## config.mk

```make
export PLATFORM = sky130hd
export DESIGN_NAME = bhc_ctrl
export DESIGN_NICKNAME = d
export VERILOG_FILES = /design/src/rtl/bhc_pkg.sv /design/src/rtl/bhc_fsm.sv /design/src/rtl/bhc_fetch_pc.sv /design/src/rtl/bhc_cost.sv /design/src/rtl/bhc_ctrl.sv
export SDC_FILE = /design/constraint.sdc
export NUM_CORES = 1
export LEC_CHECK = 0
export ABC_AREA = 1
export ABC_CLOCK_PERIOD_IN_PS = 3200
export BUFFER_PORTS_ARGS = -buffer_cell sky130_fd_sc_hd__buf_4
export CAP_MARGIN = 20
export CELL_PAD_IN_SITES_DETAIL_PLACEMENT = 1
export CELL_PAD_IN_SITES_GLOBAL_PLACEMENT = 1
export CORE_ASPECT_RATIO = 1.5
export CORE_MARGIN = 2
export CORE_UTILIZATION = 39
export DETAILED_ROUTE_END_ITERATION = 8
export PLACE_DENSITY_LB_ADDON = 0.12
export SYNTH_ARGS = -nofsm -noshare
export SYNTH_HDL_FRONTEND = slang
export SYNTH_HIERARCHICAL = 1
export SYNTH_SLANG_ARGS = --single-unit
```

## constraint.sdc

```tcl
create_clock -name clk -period 3.2 [get_ports clk]
set_clock_uncertainty 0.1 [all_clocks]
set_input_delay 0.48 -clock clk [delete_from_list [all_inputs] [get_ports clk]]
set_output_delay 0.48 -clock clk [all_outputs]
set_load 0.02 [all_outputs]
```

## src/rtl/bhc_pkg.sv

```systemverilog
package bhc_pkg;

    typedef enum logic [1:0] {
        POL_STALL = 2'b00,
        POL_PNT   = 2'b01,
        POL_DELAY = 2'b10,
        POL_RSVD  = 2'b11
    } policy_e;

    typedef enum logic [1:0] {
        NPC_SEQ    = 2'b00,
        NPC_HOLD   = 2'b01,
        NPC_TARGET = 2'b10
    } npc_sel_e;

    typedef enum logic [1:0] {
        ST_RUN    = 2'b00,
        ST_BUBBLE = 2'b01,
        ST_SLOT   = 2'b10
    } ctl_state_e;

endpackage

```

## src/rtl/bhc_fsm.sv

```systemverilog
module bhc_fsm
    import bhc_pkg::*;
(
    input  logic     clk,
    input  logic     rst_n,
    input  policy_e  policy_sel,
    input  logic     br_valid,
    input  logic     br_taken,
    output npc_sel_e npc_sel,
    output logic     flush,
    output logic     hold,
    output logic     resolved
);

    ctl_state_e state_q;
    ctl_state_e state_nx;
    policy_e    pol_q;
    logic       br_act;

    // Policy captured only while reset is held
    always_ff @(posedge clk) begin
        if (!rst_n) begin
            pol_q <= (policy_sel == POL_RSVD) ? POL_STALL : policy_sel;
        end
    end

    always_ff @(posedge clk or negedge rst_n) begin
        if (!rst_n) begin
            state_q <= ST_RUN;
        end else begin
            state_q <= state_nx;
        end
    end

    assign br_act = br_valid && (state_q == ST_RUN);

    always_comb begin
        state_nx = ST_RUN;
        unique case (state_q)
            ST_RUN: begin
                if (br_act) begin
                    unique case (pol_q)
                        POL_PNT:   state_nx = br_taken ? ST_BUBBLE : ST_RUN;
                        POL_DELAY: state_nx = ST_SLOT;
                        default:   state_nx = ST_BUBBLE;
                    endcase
                end
            end
            ST_BUBBLE: state_nx = ST_RUN;
            ST_SLOT:   state_nx = ST_RUN;
            default:   state_nx = ST_RUN;
        endcase
    end

    always_comb begin
        npc_sel  = NPC_SEQ;
        flush    = 1'b0;
        resolved = br_act;
        if (br_act) begin
            unique case (pol_q)
                POL_PNT: begin
                    if (br_taken) begin
                        npc_sel = NPC_TARGET;
                        flush   = 1'b1;
                    end
                end
                POL_DELAY: begin
                    npc_sel = br_taken ? NPC_TARGET : NPC_SEQ;
                end
                default: begin
                    npc_sel = br_taken ? NPC_TARGET : NPC_HOLD;
                    flush   = 1'b1;
                end
            endcase
        end
        hold = (npc_sel == NPC_HOLD);
    end

    // a squash is always followed by a bubble cycle that cannot squash
    a_r5_no_double_flush: assert property (@(posedge clk) disable iff (!rst_n)
        flush |=> !flush);

    // the delayed policy never squashes or holds
    a_r6_delay_no_flush: assert property (@(posedge clk) disable iff (!rst_n)
        (pol_q == POL_DELAY) |-> (!flush && !hold));

    // the delay slot always proceeds sequentially
    a_r7_slot_sequential: assert property (@(posedge clk) disable iff (!rst_n)
        (state_q == ST_SLOT) |-> (npc_sel == NPC_SEQ && !flush));

    // the latched policy does not move after reset release
    a_r9_policy_held: assert property (@(posedge clk) disable iff (!rst_n)
        $past(rst_n) |-> $stable(pol_q));

endmodule

```

## src/rtl/bhc_fetch_pc.sv

```systemverilog
module bhc_fetch_pc
    import bhc_pkg::*;
#(
    parameter int          AW       = 32,
    parameter logic [AW-1:0] RESET_PC = '0,
    parameter int          INC      = 4
) (
    input  logic          clk,
    input  logic          rst_n,
    input  npc_sel_e      sel,
    input  logic [AW-1:0] target,
    output logic [AW-1:0] pc
);

    localparam logic [AW-1:0] STEP = AW'(INC);

    always_ff @(posedge clk or negedge rst_n) begin
        if (!rst_n) begin
            pc <= RESET_PC;
        end else begin
            unique case (sel)
                NPC_HOLD:   pc <= pc;
                NPC_TARGET: pc <= target;
                default:    pc <= pc + STEP;
            endcase
        end
    end

    // a hold request leaves the fetch address in place
    a_r3_hold_keeps_pc: assert property (@(posedge clk) disable iff (!rst_n)
        (sel == NPC_HOLD) |=> $stable(pc));

endmodule

```

## src/rtl/bhc_cost.sv

```systemverilog
module bhc_cost #(
    parameter int CW = 3
) (
    input  logic          clk,
    input  logic          rst_n,
    input  logic          resolved,
    input  logic          bubble,
    output logic          cost_valid,
    output logic [CW-1:0] cost_cycles
);

    localparam logic [CW-1:0] BASE_COST   = CW'(1);
    localparam logic [CW-1:0] BUBBLE_COST = CW'(1);

    always_ff @(posedge clk or negedge rst_n) begin
        if (!rst_n) begin
            cost_valid  <= 1'b0;
            cost_cycles <= '0;
        end else begin
            cost_valid <= resolved;
            if (resolved) begin
                cost_cycles <= bubble ? (BASE_COST + BUBBLE_COST) : BASE_COST;
            end
        end
    end

    // a reported cost is one or two cycles
    a_r10_cost_range: assert property (@(posedge clk) disable iff (!rst_n)
        cost_valid |-> (cost_cycles == CW'(1) || cost_cycles == CW'(2)));

endmodule

```

## src/rtl/bhc_ctrl.sv

```systemverilog
module bhc_ctrl
    import bhc_pkg::*;
#(
    parameter int            AW       = 32,
    parameter logic [AW-1:0] RESET_PC = '0,
    parameter int            INC      = 4,
    parameter int            CW       = 3
) (
    input  logic          clk,
    input  logic          rst_n,
    input  logic [1:0]    policy_sel,
    input  logic          id_valid,
    input  logic          id_is_branch,
    input  logic          id_taken,
    input  logic [AW-1:0] id_target,
    output logic [AW-1:0] fetch_pc,
    output logic [1:0]    npc_sel,
    output logic          fetch_hold,
    output logic          ifid_flush,
    output logic          cost_valid,
    output logic [CW-1:0] cost_cycles
);

    npc_sel_e sel_w;
    logic     resolved_w;

    bhc_fsm u_fsm (
        .clk        (clk),
        .rst_n      (rst_n),
        .policy_sel (policy_e'(policy_sel)),
        .br_valid   (id_valid && id_is_branch),
        .br_taken   (id_taken),
        .npc_sel    (sel_w),
        .flush      (ifid_flush),
        .hold       (fetch_hold),
        .resolved   (resolved_w)
    );

    bhc_fetch_pc #(
        .AW       (AW),
        .RESET_PC (RESET_PC),
        .INC      (INC)
    ) u_pc (
        .clk    (clk),
        .rst_n  (rst_n),
        .sel    (sel_w),
        .target (id_target),
        .pc     (fetch_pc)
    );

    bhc_cost #(
        .CW (CW)
    ) u_cost (
        .clk         (clk),
        .rst_n       (rst_n),
        .resolved    (resolved_w),
        .bubble      (ifid_flush),
        .cost_valid  (cost_valid),
        .cost_cycles (cost_cycles)
    );

    assign npc_sel = sel_w;

    // an invalid decode slot never triggers a squash
    a_r8_invalid_ignored: assert property (@(posedge clk) disable iff (!rst_n)
        !id_valid |-> (!ifid_flush && !fetch_hold && sel_w == NPC_SEQ));

endmodule

```

* Word level (Yosys, flattened, before mapping)
Index checks and enable logic that the tools add are counted. Widths: inputs -> output; s select.
Operators by class: equal/unequal tests 5, add/subtract/negate cells 1, muxes and demuxes 13, reductions and logical operators 4
Operators with widths (count):
- $pmux 32 s2 | 1
- $add 32x3->32 const B | 1
- $mux 2 | 7
- $eq 2x2->1 const B | 3
- $eq 2x1->1 const B | 2
- $pmux 2 s2 | 1
- $mux 1 | 3
- $logic_and 1x1->1 | 2
- $logic_not 2->1 | 1
- $pmux 1 s2 | 1
- $reduce_or 2->1 | 1
Storage, ports and cells: flip-flop bits (word level) 40, input port bits 39

* Logic depth before layout (Yosys ltp)
word-level depth 6, depth in mapped cells 13, depth with buffers taken out 12

* Hierarchy
Netlist, hierarchy kept.
Modules (own cells, without submodules):
- bhc_fetch_pc | area an instance 2419.8 µm², cells each 381, seq. area each 800.8 µm², times used 1
- bhc_fsm | area an instance 226.5 µm², cells each 29, seq. area each 110.1 µm², times used 1
- bhc_cost | area an instance 116.4 µm², cells each 13, seq. area each 75.1 µm², times used 1
- bhc_ctrl | area an instance 7.5 µm², cells each 2, seq. area each 0.0 µm², times used 1

* Worst setup path after synthesis
OpenSTA, ideal clock, no wires.
kind register -> register, start point reg u_fsm.pol_q[1], end point reg u_pc.pc[17], path slack 1.120 ns, arrival 1.856 ns, required time 2.976 ns, stages on the path, launching flop included 11, library setup time 0.124 ns, clock period less this slack 2.080 ns, cells stage by stage edfxtp_1 > ha_1 > nand2_1 > nor2_1 > inv_1 > nand2_1 > clkbuf_8 > inv_1 > or2_2 > a21oi_1 > a21oi_1
Between the ends: cells in the longest elaborated chain, start to end 6
Ends and longest elaborated chain:
- from (decl) | RTL line bhc_fsm.sv:17 | policy_e pol_q;
- from (signal assigned) | RTL line bhc_fsm.sv:23 | pol_q <= (policy_sel == POL_RSVD) ? POL_STALL : policy_sel;
- $eq 2x1->1 / $eq 2x2->1 (equally long branches) | RTL line bhc_fsm.sv:60 | unique case (pol_q)
- $reduce_or 2->1 (no source line) (*)
- $mux 2 (*)
- $mux 2 (*) | RTL line bhc_fsm.sv:59 | if (br_act) begin
- via npc_sel[0] | RTL line bhc_ctrl.sv:17 | output logic [1:0] npc_sel,
- $eq 2x2->1 / $eq 2x1->1 (equally long branches) | RTL line bhc_fetch_pc.sv:21 | unique case (sel)
- $pmux 32 s2 | RTL line bhc_fetch_pc.sv:21
- to (signal assigned) | RTL line bhc_fetch_pc.sv:22 | NPC_HOLD: pc <= pc;
- to (signal assigned) | RTL line bhc_fetch_pc.sv:23 | NPC_TARGET: pc <= target;
- to (signal assigned) | RTL line bhc_fetch_pc.sv:24 | default: pc <= pc + STEP;
- to (decl) | RTL line bhc_fetch_pc.sv:12 | output logic [AW-1:0] pc
The timed path passes the listed nets; every way through them passes the cells marked *. A chain may end at the register's enable or synchronous reset.

* Worst setup path after layout
start point reg u_fsm.pol_q[1], end point reg u_pc.pc[18]
Between the ends: cells in the longest elaborated chain, start to end 6
Ends and longest elaborated chain (RTL line):
- $eq 2x1->1 / $eq 2x2->1 (equally long branches) | bhc_fsm.sv:60
- $reduce_or 2->1 (no source line) (*)
- $mux 2 (*)
- $mux 2 (*) | bhc_fsm.sv:59
- $eq 2x2->1 / $eq 2x1->1 (equally long branches) | bhc_fetch_pc.sv:21
- $pmux 32 s2 | bhc_fetch_pc.sv:21
Every way passes the cells marked *; elsewhere a longest branch is shown, timed or not.

==> flow_summary_export.csv <==
group,metric,value,unit
clock_network,numClockSinks,39,
power,peakVddDrop,0.386,mV
layout,nets,544,
clock_network,cts_tree,"yes",
grt,grt_overflow,0,
logic_synthesis,syn_inst,425,
drt,drtIter0Drc,103,
clock_network,cts_buffers,5,
clock_network,path_clk_slew,0.09,ns
setup_path,worstSetupPathType,"register to register",
setup_path,startpoint_type,"register",
clock_network,post_cts_buffers,0,
timing,rsz0062_at_grt,"false",
die,die_x,72.8,um
grt,antenna_found_initial,0,
logic_synthesis,yosys_warnings,6,
setup_path,cp_max_fo,20,
setup_path,arrival,2.52,ns
layout,syn_to_final_growth,27.4,%
timing,setup_viol,0,
timing,tns,0,ns
logic_synthesis,synth_area_per_cell,6.52,um^2
grt,grt_pass1_wl,14.7,mm
drt,antenna_left,0,
drt,post-route-drc-count,0,
power,power.density,700,nW/um^2
clock_network,htreeDepth,2,
die,die-area,7810,um^2
die,rows,37,
drt,vias_per_cell,5.04,
setup_path,cp.required,3.30,ns
timing,tightest_slew,0.709,ns
power,p_leak,1.91,nW
timing,finalCriticalPeriod,2.42,ns
die,die_h,107,um
drt,vias,2928,
setup_path,crit_path_end_kind,"register",
drt,routed_wl,8.92,mm
clock_network,cts.repair.resized,0,
layout,fillers,930,
clock_network,cts_hold_buf,0,
layout,drive_above_1_share,0.235,
job,drv_cap,0,
grt,track_usage,0.243,
layout,antenna_cells,0,
timing,finalMaxSlewViolations,0,
grt,grt_pass1_vias,3186,
drt,wl_per_cell,15.4,um
logic_synthesis,yosys_register_bits,39,
clock_network,cts_root_buf,"clkbuf_8",
status,status,"finished clean",
logic_synthesis,syn_nets,467,
layout,post-route-util,0.515,
placement,io_buffers,77,
timing,fmax,0.413,GHz
clock_network,worstSkewPairLatency,0.31,ns
placement,place_hpwl,6.71,mm
timing,period_share,0.757,
logic_synthesis,syn_area,2770,um^2
logic_synthesis,ys_types,35,
worst_hold_path,hp-class,"primary input to async pin",
grt,grt_start_max_net_pins,39,
drt,drtPass1Iterations,4,
logic_synthesis,yosysSeqAreaShare,0.356,
die,core,6850,um^2
power,power.total,2.47,mW
die,io_pins,79,
placement,gp_congestion,0.792,
die,start_util,0.404,
clock_network,cts_buffer_depth,2,
timing,finalHoldViolCount,0,
timing,slew_headroom,0.527,
[metrics by stage]
| step | cells | worst slack (ns) | hold WS, ns | instance area (um^2) |
|---|---|---|---|---|
| after floorplan | 425 | 1.12 | 0.0844 | 2770 |
| after global placement | 573 | 0.924 | 0.363 | 3400 |
| after detailed placement | 573 | 0.803 | 0.375 | 3400 |
| after CTS | 581 | 0.797 | 0.0607 | 3530 |
| after global routing | 581 | 0.576 | 0.0751 | 3530 |
| final | 581 | 0.778 | 0.0407 | 3530 |
[synthesized netlist by cell type (all sizes together)]
| master | instances | area (um^2) |
|---|---|---|
| nand2 | 185 | 739 |
| nor2 | 70 | 347 |
| inv | 45 | 169 |
| dfrtp | 37 | 926 |
| nand3 | 29 | 145 |
| o21ai | 13 | 68.8 |
| a21oi | 9 | 48.8 |
| buf | 7 | 40.0 |
| clkbuf | 4 | 35.0 |
| ha | 3 | 37.5 |
| o211ai | 3 | 22.5 |
| and2 | 2 | 12.5 |
| edfxtp | 2 | 60.1 |
| nand3b | 2 | 15.0 |
| o21bai | 2 | 15.0 |
| or2 | 2 | 12.5 |
| xnor2 | 2 | 17.5 |
| a31o | 1 | 8.76 |
| a31oi | 1 | 6.26 |
| conb | 1 | 3.75 |
| dlymetal6s2s | 1 | 12.5 |
| nor3 | 1 | 5.00 |
| nor3b | 1 | 7.51 |
| o22ai | 1 | 6.26 |
| xor2 | 1 | 8.76 |
[worst paths after layout]
check	slack, ns	end	startpoint	cells after the start
worst min register to register	0.39	u_cost/cost_cycles[0]	u_cost/cost_cycles[0]	2
worst max register to register	0.78	u_pc/pc[18]	u_fsm/pol_q[1]	10
max in group asynchronous	2.59	u_fsm/state_q[0]	rst_n	1
min in group clk	0.27	u_pc/pc[1]	id_target[1]	3
worst max-delay path	0.78	u_pc/pc[18]	u_fsm/pol_q[1]	10
worst min-delay path	0.04	u_pc/pc[28]	rst_n	1
[cell families (layout without fill, tap and decap cells)]
kind of cell | Yosys count | count (layout) | synth area share
AOI/OAI and AO/OA | 30 | 30 | 0.0637
other | 1 | 1 | 0.00135
xor gates and xnor gates | 3 | 3 | 0.00949
buffers and inverters | 57 | 135 | 0.0926
DFF | 39 | 39 | 0.356
adders and majority gates | 3 | 3 | 0.0136
and+or+nand+nor | 292 | 292 | 0.463
[critical path, stage by stage, from the launching register on]
cell and delay (ns):
edfxtp_1 0.40, ha_1 0.29, nand2_1 0.06, nor2_1 0.20
inv_1 0.06, nand2_1 0.08, buf_4 0.25, inv_1 0.27
or2_2 0.35, a21oi_1 0.18, a21oi_1 0.07
[power by group]
group / switching (mW) / internal, mW
Combinational: 0.678 / 0.429
Sequential: 0.215 / 0.639
Clock: 0.199 / 0.312
[final cells by class]
class | instances | area, um^2 | share of cell area
clock inverter | 2 | 60.1 | 0.0170
multi-input combinational | 329 | 1530 | 0.433
tap | 78 | 97.6 | 0.0277
clock buffer | 6 | 72.6 | 0.0206
inverter | 45 | 169 | 0.0479
sequential | 39 | 986 | 0.279
timing repair buffer | 82 | 616 | 0.174
[flip-flops by register name (all words and copies together) (netlist names)]
register,flops
u_fsm/state_q,2
u_pc/pc,32
u_cost/cost_cycles,2
u_fsm/pol_q,2
u_cost/cost_valid,1
[layout by cell type (no fill, tap or decap), types with 3 or more instances in the layout]
cell type and count:
nand2_1 173, buf_4 82, nor2_1 58, inv_1 45, dfrtp_1 37, nand3_1 29
nand2_2 9, nor2_4 8, a21oi_1 8, o21ai_0 7, clkbuf_8 5, o21ai_1 5
nor2_2 3, ha_1 3, nand2_4 3, o211ai_1 3
[metal layers]
metal  part of all wire  global-route usage  up-vias
met2               0.56               0.476       62
met5                  0                   0        -
met3              0.038              0.0376       13
met4              0.021              0.0833        0
met1               0.38               0.251     1402
li1                   -                   -     1451
(Power assumes the default switching activity.)
